<file path="src/rtl/uart_bank_pkg.sv">
package uart_bank_pkg;
  localparam int DW        = 8;
  localparam int AW        = 3;
  localparam int NCFG      = 16;
  localparam int SELW      = 5;
  localparam logic [DW-1:0] LCR_MAGIC = 8'hBF;

  // entries below NCFG are stored registers, the rest are pass-through
  typedef enum logic [SELW-1:0] {
    S_IER = 5'd0, S_FCR, S_LCR, S_MCR, S_SPR, S_DLL, S_DLH, S_AFR,
    S_EFR, S_XON1, S_XON2, S_XOFF1, S_XOFF2, S_TCR, S_TLR, S_DLF,
    S_HOLD, S_LSR, S_MSR, S_FRDY
  } sel_e;
endpackage

</file>
<file path="src/rtl/uart_bank_decode.sv">
module uart_bank_decode
  import uart_bank_pkg::*;
(
  input  logic [AW-1:0] addr,
  input  logic [DW-1:0] lcr,
  input  logic          enh_en,
  input  logic          mcr_bank,
  input  logic          mcr_loop,
  input  logic          mcr_frdy,
  output sel_e          sel
);
  logic magic, dlab, alt_pfx, tcr_en, dlf_en, frdy_en;

  always_comb begin
    magic   = (lcr == LCR_MAGIC);
    dlab    = lcr[DW-1];
    alt_pfx = (lcr[DW-1:DW-3] == 3'b100);
    tcr_en  = enh_en && mcr_bank;
    dlf_en  = dlab && !magic && enh_en;
    frdy_en = !mcr_loop && mcr_frdy;
  end

  always_comb begin
    sel = S_SPR;
    case (addr)
      3'd0: sel = dlab ? S_DLL : S_HOLD;
      3'd1: sel = dlab ? S_DLH : S_IER;
      3'd2: begin
        if (magic)        sel = S_EFR;
        else if (alt_pfx) sel = S_AFR;
        else              sel = S_FCR;
      end
      3'd3: sel = S_LCR;
      3'd4: sel = magic ? S_XON1 : S_MCR;
      3'd5: sel = magic ? S_XON2 : S_LSR;
      3'd6: begin
        if (magic)       sel = S_XOFF1;
        else if (tcr_en) sel = S_TCR;
        else             sel = S_MSR;
      end
      default: begin
        if (magic)        sel = S_XOFF2;
        else if (dlf_en)  sel = S_DLF;
        else if (tcr_en)  sel = S_TLR;
        else if (frdy_en) sel = S_FRDY;
        else              sel = S_SPR;
      end
    endcase
  end
endmodule

</file>
<file path="src/rtl/uart_bank_regfile.sv">
module uart_bank_regfile
  import uart_bank_pkg::*;
#(
  parameter logic [DW-1:0] RST_LCR  = 8'h1D,
  parameter logic [DW-1:0] RST_XON1 = 8'hFF,
  parameter logic [DW-1:0] RST_XON2 = 8'hEF,
  parameter logic [DW-1:0] RST_XOFF = 8'hFF,
  parameter logic [DW-1:0] RST_AFR  = 8'h10
)(
  input  logic                      clk,
  input  logic                      rst,
  input  logic                      wr_en,
  input  sel_e                      wsel,
  input  logic [DW-1:0]             wdata,
  output logic [NCFG-1:0][DW-1:0]   cfg_q
);
  function automatic logic [DW-1:0] rst_of(input int idx);
    case (idx)
      int'(S_LCR):   rst_of = RST_LCR;
      int'(S_XON1):  rst_of = RST_XON1;
      int'(S_XON2):  rst_of = RST_XON2;
      int'(S_XOFF1): rst_of = RST_XOFF;
      int'(S_XOFF2): rst_of = RST_XOFF;
      int'(S_AFR):   rst_of = RST_AFR;
      default:       rst_of = '0;
    endcase
  endfunction

  // bits a write may change; guarded fields open only with enhanced enable
  function automatic logic [DW-1:0] mask_of(input int idx, input logic enh);
    case (idx)
      int'(S_IER): mask_of = enh ? 8'hFF : 8'h0F;
      int'(S_FCR): mask_of = enh ? 8'hF9 : 8'hC9;
      int'(S_MCR): mask_of = enh ? 8'hFF : 8'h1F;
      int'(S_DLF): mask_of = 8'hBF;
      default:     mask_of = 8'hFF;
    endcase
  endfunction

  logic enh;
  assign enh = cfg_q[int'(S_EFR)][4];

  for (genvar i = 0; i < NCFG; i++) begin : g_cell
    localparam logic [DW-1:0] RV = rst_of(i);
    logic [DW-1:0] m;
    assign m = mask_of(i, enh);
    always_ff @(posedge clk) begin
      if (rst)
        cfg_q[i] <= RV;
      else if (wr_en && (wsel == sel_e'(i)))
        cfg_q[i] <= (cfg_q[i] & ~m) | (wdata & m);
    end
  end
endmodule

</file>
<file path="src/rtl/uart_bank_regs.sv">
module uart_bank_regs
  import uart_bank_pkg::*;
#(
  parameter logic [7:0] RST_LCR  = 8'h1D,
  parameter logic [7:0] RST_XON1 = 8'hFF,
  parameter logic [7:0] RST_XON2 = 8'hEF,
  parameter logic [7:0] RST_XOFF = 8'hFF,
  parameter logic [7:0] RST_AFR  = 8'h10
)(
  input  logic       clk,
  input  logic       rst,
  input  logic [2:0] addr,
  input  logic       wr_en,
  input  logic       rd_en,
  input  logic [7:0] wdata,
  output logic [7:0] rdata,
  input  logic [7:0] rx_data,
  input  logic [7:0] lsr_in,
  input  logic [7:0] msr_in,
  input  logic [7:0] iir_in,
  input  logic [7:0] fifo_rdy_in,
  output logic       rx_pop,
  output logic       tx_push,
  output logic [7:0] tx_data,
  output logic       fifo_rst_rx,
  output logic       fifo_rst_tx,
  output logic [7:0] lcr_q,
  output logic [7:0] ier_q,
  output logic [7:0] fcr_q,
  output logic [7:0] mcr_q,
  output logic [7:0] efr_q,
  output logic [7:0] afr_q,
  output logic [7:0] dll_q,
  output logic [7:0] dlh_q,
  output logic [7:0] dlf_q,
  output logic [7:0] xon1_q,
  output logic [7:0] xon2_q,
  output logic [7:0] xoff1_q,
  output logic [7:0] xoff2_q,
  output logic [7:0] tcr_q,
  output logic [7:0] tlr_q
);
  logic [NCFG-1:0][DW-1:0] cfg_q;
  sel_e sel, wsel;
  logic [DW-1:0] rd_mux;

  uart_bank_decode u_dec (
    .addr     (addr),
    .lcr      (cfg_q[int'(S_LCR)]),
    .enh_en   (cfg_q[int'(S_EFR)][4]),
    .mcr_bank (cfg_q[int'(S_MCR)][6]),
    .mcr_loop (cfg_q[int'(S_MCR)][4]),
    .mcr_frdy (cfg_q[int'(S_MCR)][2]),
    .sel      (sel)
  );

  // the FIFO-ready word is read-only; writes in that state land in scratch
  assign wsel = (sel == S_FRDY) ? S_SPR : sel;

  uart_bank_regfile #(
    .RST_LCR (RST_LCR), .RST_XON1(RST_XON1), .RST_XON2(RST_XON2),
    .RST_XOFF(RST_XOFF), .RST_AFR (RST_AFR)
  ) u_rf (
    .clk   (clk),
    .rst   (rst),
    .wr_en (wr_en),
    .wsel  (wsel),
    .wdata (wdata),
    .cfg_q (cfg_q)
  );

  always_comb begin
    case (sel)
      S_HOLD:  rd_mux = rx_data;
      S_FCR:   rd_mux = iir_in;
      S_LSR:   rd_mux = lsr_in;
      S_MSR:   rd_mux = msr_in;
      S_FRDY:  rd_mux = fifo_rdy_in;
      default: rd_mux = cfg_q[sel[3:0]];
    endcase
  end

  always_ff @(posedge clk) begin
    if (rst) begin
      rdata       <= '0;
      rx_pop      <= 1'b0;
      tx_push     <= 1'b0;
      tx_data     <= '0;
      fifo_rst_rx <= 1'b0;
      fifo_rst_tx <= 1'b0;
    end else begin
      if (rd_en) rdata <= rd_mux;
      rx_pop      <= rd_en && (sel == S_HOLD);
      tx_push     <= wr_en && (sel == S_HOLD);
      if (wr_en && (sel == S_HOLD)) tx_data <= wdata;
      fifo_rst_rx <= wr_en && (sel == S_FCR) && wdata[1];
      fifo_rst_tx <= wr_en && (sel == S_FCR) && wdata[2];
    end
  end

  assign lcr_q   = cfg_q[int'(S_LCR)];
  assign ier_q   = cfg_q[int'(S_IER)];
  assign fcr_q   = cfg_q[int'(S_FCR)];
  assign mcr_q   = cfg_q[int'(S_MCR)];
  assign efr_q   = cfg_q[int'(S_EFR)];
  assign afr_q   = cfg_q[int'(S_AFR)];
  assign dll_q   = cfg_q[int'(S_DLL)];
  assign dlh_q   = cfg_q[int'(S_DLH)];
  assign dlf_q   = cfg_q[int'(S_DLF)];
  assign xon1_q  = cfg_q[int'(S_XON1)];
  assign xon2_q  = cfg_q[int'(S_XON2)];
  assign xoff1_q = cfg_q[int'(S_XOFF1)];
  assign xoff2_q = cfg_q[int'(S_XOFF2)];
  assign tcr_q   = cfg_q[int'(S_TCR)];
  assign tlr_q   = cfg_q[int'(S_TLR)];
endmodule

</file>
<file path="config.mk">
export PLATFORM = sky130hd
export DESIGN_NAME = uart_bank_regs
export DESIGN_NICKNAME = d
export VERILOG_FILES = /design/src/rtl/uart_bank_pkg.sv /design/src/rtl/uart_bank_decode.sv /design/src/rtl/uart_bank_regfile.sv /design/src/rtl/uart_bank_regs.sv
export SDC_FILE = /design/constraint.sdc
export NUM_CORES = 1
export LEC_CHECK = 0
export ABC_CLOCK_PERIOD_IN_PS = 2700
export BUFFER_PORTS_ARGS = -buffer_cell sky130_fd_sc_hd__buf_2
export CORE_AREA = 2 2 115 139
export DETAILED_ROUTE_END_ITERATION = 7
export DIE_AREA = 0 0 117 141
export MAX_ROUTING_LAYER = met4
export PLACE_DENSITY = 0.85
export SLEW_MARGIN = 10
export SYNTH_ARGS = -nofsm -noshare
export SYNTH_HDL_FRONTEND = slang
export SYNTH_SLANG_ARGS = --single-unit
</file>
<file path="constraint.sdc">
create_clock -name clk -period 2.7 [get_ports clk]
set_input_delay 0.27 -clock clk [delete_from_list [all_inputs] [get_ports clk]]
set_output_delay 0.27 -clock clk [all_outputs]
set_load 0.005 [all_outputs]
</file>
After elaboration in Yosys (flattened, before gate mapping)
Cells that the tools add are included.
{"block": "word_totals", "reg_bits": 148, "in_bits": 55, "output_inout_bits": 140, "word_cells": 113}
{"block": "classes", "n_lt_le_gt_ge": 1, "eq_ne": 28, "mux": 20, "bitwise": 13, "n_reduce_logical": 29}
{"operator": "$mux 5", "n": 10}
{"operator": "$and 8x8->8", "n": 6}
{"operator": "$eq 5x4->1 const B", "n": 8}
{"operator": "$pmux 8 s5", "n": 1}
{"operator": "$pmux 5 s7", "n": 1}
{"operator": "$bmux 8 s4", "n": 1}
{"operator": "$logic_and 1x1->1", "n": 25}
{"operator": "$mux 8", "n": 3}
{"operator": "$not 8->8", "n": 3}
{"operator": "$or 8x8->8", "n": 3}
{"operator": "$eq 5x3->1 const B", "n": 4}
{"operator": "$eq 5x5->1 const B", "n": 4}
{"operator": "$eq 3x3->1 const B", "n": 4}
{"operator": "$eq 5x1->1 const B", "n": 2}
{"operator": "$eq 5x2->1 const B", "n": 2}
{"operator": "$eq 8x8->1 const B", "n": 1}
{"operator": "$or 7x8->8", "n": 1}
{"operator": "$eq 3x2->1 const B", "n": 2}
{"operator": "$mux 3", "n": 2}
{"operator": "$mux 6", "n": 1}
{"operator": "$logic_not 5->1", "n": 1}
{"operator": "$lt 4x5->1 const B", "n": 1}
{"operator": "$mux 4", "n": 1}
{"operator": "$eq 3x1->1 const B", "n": 1}
{"operator": "other kinds (2)", "n": 3}

Longest topological paths before layout
{"block": "depth", "depth_word": 11, "depth_mapped": 12, "ltp_nobuf": 8}

Cells and area by module
From an unflattened synthesis, not the netlist that was laid out.
{"block": "unflattened", "cells_unflattened": 721, "area_unflattened_um2": 7387.1}
{"module": "uart_bank_regfile", "n_inst": 1, "cells_each": 455, "area_per_inst_um2": 4941.0, "seq_area_each_um2": 2502.4}
{"module": "uart_bank_regs", "n_inst": 1, "cells_each": 221, "area_per_inst_um2": 2150.8, "seq_area_each_um2": 400.4}
{"module": "uart_bank_decode", "n_inst": 1, "cells_each": 45, "area_per_inst_um2": 295.3, "seq_area_each_um2": 0.0}

Worst setup path after synthesis
OpenSTA, ideal clock, no wires.
{"block": "synth_timing", "kind": "reg2reg", "from": "reg u_rf.cfg_q[21] (netlist name)", "to": "reg u_rf.cfg_q[30] (netlist name)", "setup_ns": 0.128, "arrival_ns": 2.256, "required_ns": 2.572, "setup_slack_ns": 0.317, "path_stages_with_launch": 11, "n_path_buf": 2, "synth_period_minus_slack_ns": 2.383, "path_cell_list": "dfxtp_1 -> and4b_1 -> nand2_2 -> a31o_4 -> a21o_4 -> or3_1 -> buf_2 -> or2_1 -> buf_2 -> mux2i_1 -> nor2_1"}
{"block": "synth_via", "elab_chain_cells": 11, "elab_cells_between_ends": 17, "classes_between": "4 x eq/ne; 9 x mux; 4 x reduce/logical"}
{"element": "start, declared", "line": "uart_bank_regfile.sv:15", "source": "output logic [NCFG-1:0][DW-1:0] cfg_q"}
{"element": "start signal, assigned by index", "line": "uart_bank_regfile.sv:51", "source": "cfg_q[i] <= (cfg_q[i] & ~m) | (wdata & m);"}
{"element": "$eq 8x8->1", "line": "uart_bank_decode.sv:15", "source": "magic = (lcr == LCR_MAGIC);"}
{"element": "$logic_not 1->1", "line": "uart_bank_decode.sv:19", "source": "dlf_en = dlab && !magic && enh_en;"}
{"element": "$logic_and 1x1->1 (2 in a row)", "line": "uart_bank_decode.sv:19"}
{"element": "$mux 5", "line": "uart_bank_decode.sv:43", "source": "else if (dlf_en) sel = S_DLF;"}
{"element": "$mux 5", "line": "uart_bank_decode.sv:42", "source": "if (magic) sel = S_XOFF2;"}
{"element": "$pmux 5 s7 (*)", "line": "uart_bank_decode.sv:25", "source": "case (addr)"}
{"element": "$eq 5x5->1", "line": "uart_bank_regs.sv:58", "source": "assign wsel = (sel == S_FRDY) ? S_SPR : sel;"}
{"element": "$mux 5 (*)", "line": "uart_bank_regs.sv:58"}
{"element": "$eq 5x2->1 (*)", "line": "uart_bank_regfile.sv:50", "source": "else if (wr_en && (wsel == sel_e'(i)))"}
{"element": "$logic_and 1x1->1 (*)", "line": "uart_bank_regfile.sv:50"}
Mark *: on every way between the ends. The rest lies on a longest branch, timed or not.
A chain may end at the register's enable or synchronous reset.

Worst setup path in the final report
{"block": "layout_timing", "from": "reg u_rf.cfg_q[68] (netlist name)", "to": "reg u_rf.cfg_q[61] (netlist name)"}
{"block": "layout_via", "elab_chain_cells": 9, "elab_cells_between_ends": 12, "classes_between": "2 x eq/ne; 7 x mux; 3 x reduce/logical"}
{"element": "$logic_and 1x1->1", "line": "uart_bank_decode.sv:18", "source": "tcr_en = enh_en && mcr_bank;"}
{"element": "$mux 5", "line": "uart_bank_decode.sv:44", "source": "else if (tcr_en) sel = S_TLR;"}
{"element": "$mux 5", "line": "uart_bank_decode.sv:43"}
{"element": "$mux 5", "line": "uart_bank_decode.sv:42"}
{"element": "$pmux 5 s7 (*)", "line": "uart_bank_decode.sv:25"}
{"element": "$eq 5x5->1", "line": "uart_bank_regs.sv:58"}
{"element": "$mux 5 (*)", "line": "uart_bank_regs.sv:58"}
{"element": "$eq 5x3->1 (*)", "line": "uart_bank_regfile.sv:50"}
{"element": "$logic_and 1x1->1 (*)", "line": "uart_bank_regfile.sv:50"}
Marks and branches as above.

==> results.txt <==
status -> finished clean
H-tree levels -> 4
port buffer count -> 191
Hold Buf Count CTS -> 0
Final Setup Violations -> 0
largest net degree at the start of global routing -> 77
Mapped Area -> 0.008227 mm²
critical path class -> reg2reg
DR iter-0 viols -> 831
EDFF count, synth -> 0
Layout area overhead -> 18.56%
met2 usage -> 0.5364
Seq/Total Area, Yosys -> 0.3529
Crit path required time -> 2.98 ns
Die H -> 141 µm
Final Cell Area -> 0.009753 mm²
gate count of the mapped netlist -> 964
via count -> 7988
Final GP Congestion -> 1.003
Compound-Gate Fraction of Synth Area -> 0.1720
adder-cell share of the synthesized area -> 0
period utilization -> 0.9685
pwr/cell area -> 543.5 mW/mm²
critical-path maximum fanout -> 8
Via density -> 6.130
routed len/inst -> 21.74 µm
multi-input logic area -> 0.004170 mm²
Hold/Removal Path Class -> in2reg
die area -> 0.01650 mm²
post-synthesis simple-gate area fraction -> 0.1735
top_reg_cell synth -> dfxtp_1
FP Rows -> 50
core area -> 0.01533 mm²
clock root buffer -> clkbuf_16
CP endpoint kind -> register
Synth cell types -> 83
final slew viol count -> 0
fmax -> 382.4 MHz
Ports -> 195
first-pass GRT wire length -> 41.48 mm
share of cells above drive strength 1 -> 0.3525
layout net count -> 1137
Crit-path slowest cell -> a311o_2
detailed-route wire length -> 28.32 mm
WHS -> 0.1850 ns
dpl hpwl -> 20.52 mm
Sink Count -> 145
DP Area -> 0.008955 mm²
P_leak -> 4.385 nW
Top Usage Layer GRT -> met2
Clock Latency Late Sink -> 0.43 ns
diode count -> 0
Seq cells post-synth -> 145
Max Cap Viol -> 0
Initial Util -> 0.5367
Final Skew -> 0.008522 ns
Crit path buffers/inverters -> 2
Synth Warn # -> 0
crit path DAT -> 2.90 ns
grt met3 use -> 0.06062
drt first pass iters -> 7
clock-pin slew on the worst setup and hold paths -> 0.06 ns
Avg Inst Size Synth -> 8.534 µm²
vias in the first global route -> 7282
FF/Latch Area -> 0.002908 mm²
# DRC -> 0
Async SR Flop Fraction -> 0
post-synthesis xor/xnor area fraction -> 0
delay-heaviest family, CP -> simple AND/OR/NAND/NOR gates
CTS tree -> yes
Die Width -> 117 µm
crit-path max cell delay -> 0.45 ns
initial antenna violation count -> 0
Final Critical Period -> 2.615 ns
mux contribution to synthesized area -> 0.1417
Critical Path, Cell by Cell -> nand2_1 -> a21bo_1 -> a311o_2 -> nand3_4 -> buf_4 -> nand4_4 -> nor3_4 -> buf_12 -> mux2i_1 -> nor2_1
GRT met1 Usage -> 0.4212
clk buf depth -> 2
ANT nets after route -> 0
grt total ovfl -> 0
FILL cells -> 1247
slew of the pin with the lowest slew margin -> 0.7938 ns
peak supply drop -> 444.4 µV
Worst slew margin -> 0.4708
Setup crit start kind -> register
gr usage total -> 0.3407
cts bufs inserted -> 17
number of hold violations in the final report -> 0
largest family of logic cells by synthesized area -> simple AND/OR/NAND/NOR gates
cell type report:
| type | instances | area share |
|---|---|---|
| sequential | 145 | 0.2981 |
| tap | 208 | 0.02668 |
| clock buffer | 20 | 0.04682 |
| clock inverter | 12 | 0.01116 |
| inverter | 10 | 0.003849 |
| multi-input combinational | 615 | 0.4276 |
| timing repair buffer | 293 | 0.1858 |
cells in the mapped netlist, types with 3 or more instances:
master | number | area share
nor3_1 | 7 | 0.0043
and3_1 | 4 | 0.0030
a22oi_1 | 3 | 0.0027
a311oi_1 | 3 | 0.0032
o21ai_1 | 5 | 0.0030
o311ai_0 | 3 | 0.0032
o2111ai_4 | 3 | 0.0096
nand2_1 | 120 | 0.055
o31ai_1 | 4 | 0.0037
mux2i_1 | 112 | 0.14
buf_6 | 4 | 0.0055
nor3_4 | 3 | 0.0059
buf_4 | 128 | 0.12
a221oi_1 | 7 | 0.0075
nand4_1 | 9 | 0.0068
nor2_2 | 4 | 0.0030
a21oi_1 | 46 | 0.028
nand2b_1 | 4 | 0.0030
mux2_2 | 4 | 0.0055
buf_2 | 19 | 0.012
a31o_1 | 3 | 0.0032
a31oi_1 | 11 | 0.0084
clkbuf_1 | 44 | 0.020
nand3_1 | 31 | 0.019
o2111ai_1 | 3 | 0.0032
or3_1 | 3 | 0.0023
nor2_1 | 87 | 0.040
o21ai_0 | 37 | 0.023
a211oi_1 | 16 | 0.015
a221o_1 | 5 | 0.0061
inv_1 | 8 | 0.0037
o211ai_1 | 6 | 0.0055
nor2b_1 | 4 | 0.0030
a222oi_1 | 7 | 0.0085
dfxtp_1 | 145 | 0.35
and2_1 | 3 | 0.0023
what timing repair did:
action / in CTS / in global routing
gates resized for setup: 6 / 32
setup endpoints to repair: 5 / 124
pin swaps: 0 / 9
cloned: 0 / 1
setup buffers: 0 / 11
per-stage QoR:
step | utilization | TNS [ns] | worst slack (ns) | power (mW) | cells
3_3_place_gp | 0.5842 | -0.7640 | -0.08134 | 2.999 | 1259
3_5_place_dp | 0.5842 | -0.06191 | -0.03635 | 3.004 | 1259
2_1_floorplan | - | 0 | 0.3166 | 2.697 | 966
6_report | 0.6363 | 0 | 0.08499 | 5.301 | 1303
5_1_grt | 0.6363 | -0.02272 | -0.02046 | 5.422 | 1303
4_1_cts | 0.6225 | -0.002271 | -0.002271 | 5.225 | 1291
final timing paths:
kind,start,slack (ns),end,cells after the start
hold reg to reg,tx_data[4],0.45,tx_data[4],2
hold / removal,rst,0.18,u_rf.cfg_q[23],2
setup reg to reg,u_rf.cfg_q[68],0.08,u_rf.cfg_q[61],10
setup / recovery,u_rf.cfg_q[68],0.08,u_rf.cfg_q[61],10
cell usage in the layout, fill, tap and decap left out, types with 5 or more instances in the layout:
master	Yosys	final
nor2_1	87	85
a221oi_1	7	7
buf_2	19	191
buf_4	128	92
nand4_1	9	9
a21oi_1	46	46
o211ai_1	6	6
a222oi_1	7	7
a211oi_1	16	16
inv_1	8	8
a31oi_1	11	11
nand3_1	31	31
o21ai_0	37	36
a221o_1	5	5
clkinvlp_4	0	5
nand2_1	120	120
nor2_2	4	6
o21ai_2	1	5
mux2i_1	112	110
dfxtp_1	145	141
clkbuf_16	0	17
buf_12	0	6
state kept, by name, indices dropped and copies added, names as in the netlist:
signal and cells:
rdata 8, fifo_rst_tx 1, rx_pop 1, fifo_rst_rx 1
u_rf.cfg_q 125, tx_data 8, tx_push 1
where the power goes:
group / internal (mW) / switching (mW) / total (mW)
logic: 0.335 / 0.506 / 0.840
clock network: 1.32 / 0.947 / 2.26
registers: 2.17 / 0.0277 / 2.20
routing by layer:
layer | part of all wire | up-vias | routed length, µm
met4 | 0.052 | 0 | 1472
li1 | - | 3528 | -
met3 | 0.092 | 128 | 2597
met5 | 0 | - | 0
met1 | 0.38 | 3775 | 10860
met2 | 0.47 | 557 | 13390
kinds of logic (layout without fill, tap and decap cells):
family	Yosys count	after routing
simple gates	302	302
buf+inv	207	335
compound gates	193	194
flops	145	145
mux	116	116
other cells	1	3
worst reg2reg max path: stages, from the launching register on:
cell and delay [ns]:
dfxtp_2 0.39, nand2_1 0.12, a21bo_1 0.25, a311o_2 0.45
nand3_4 0.16, buf_4 0.15, nand4_4 0.20, nor3_4 0.31
buf_12 0.18, mux2i_1 0.21, nor2_1 0.06
No activity file was read; power rests on OpenSTA's default activity.
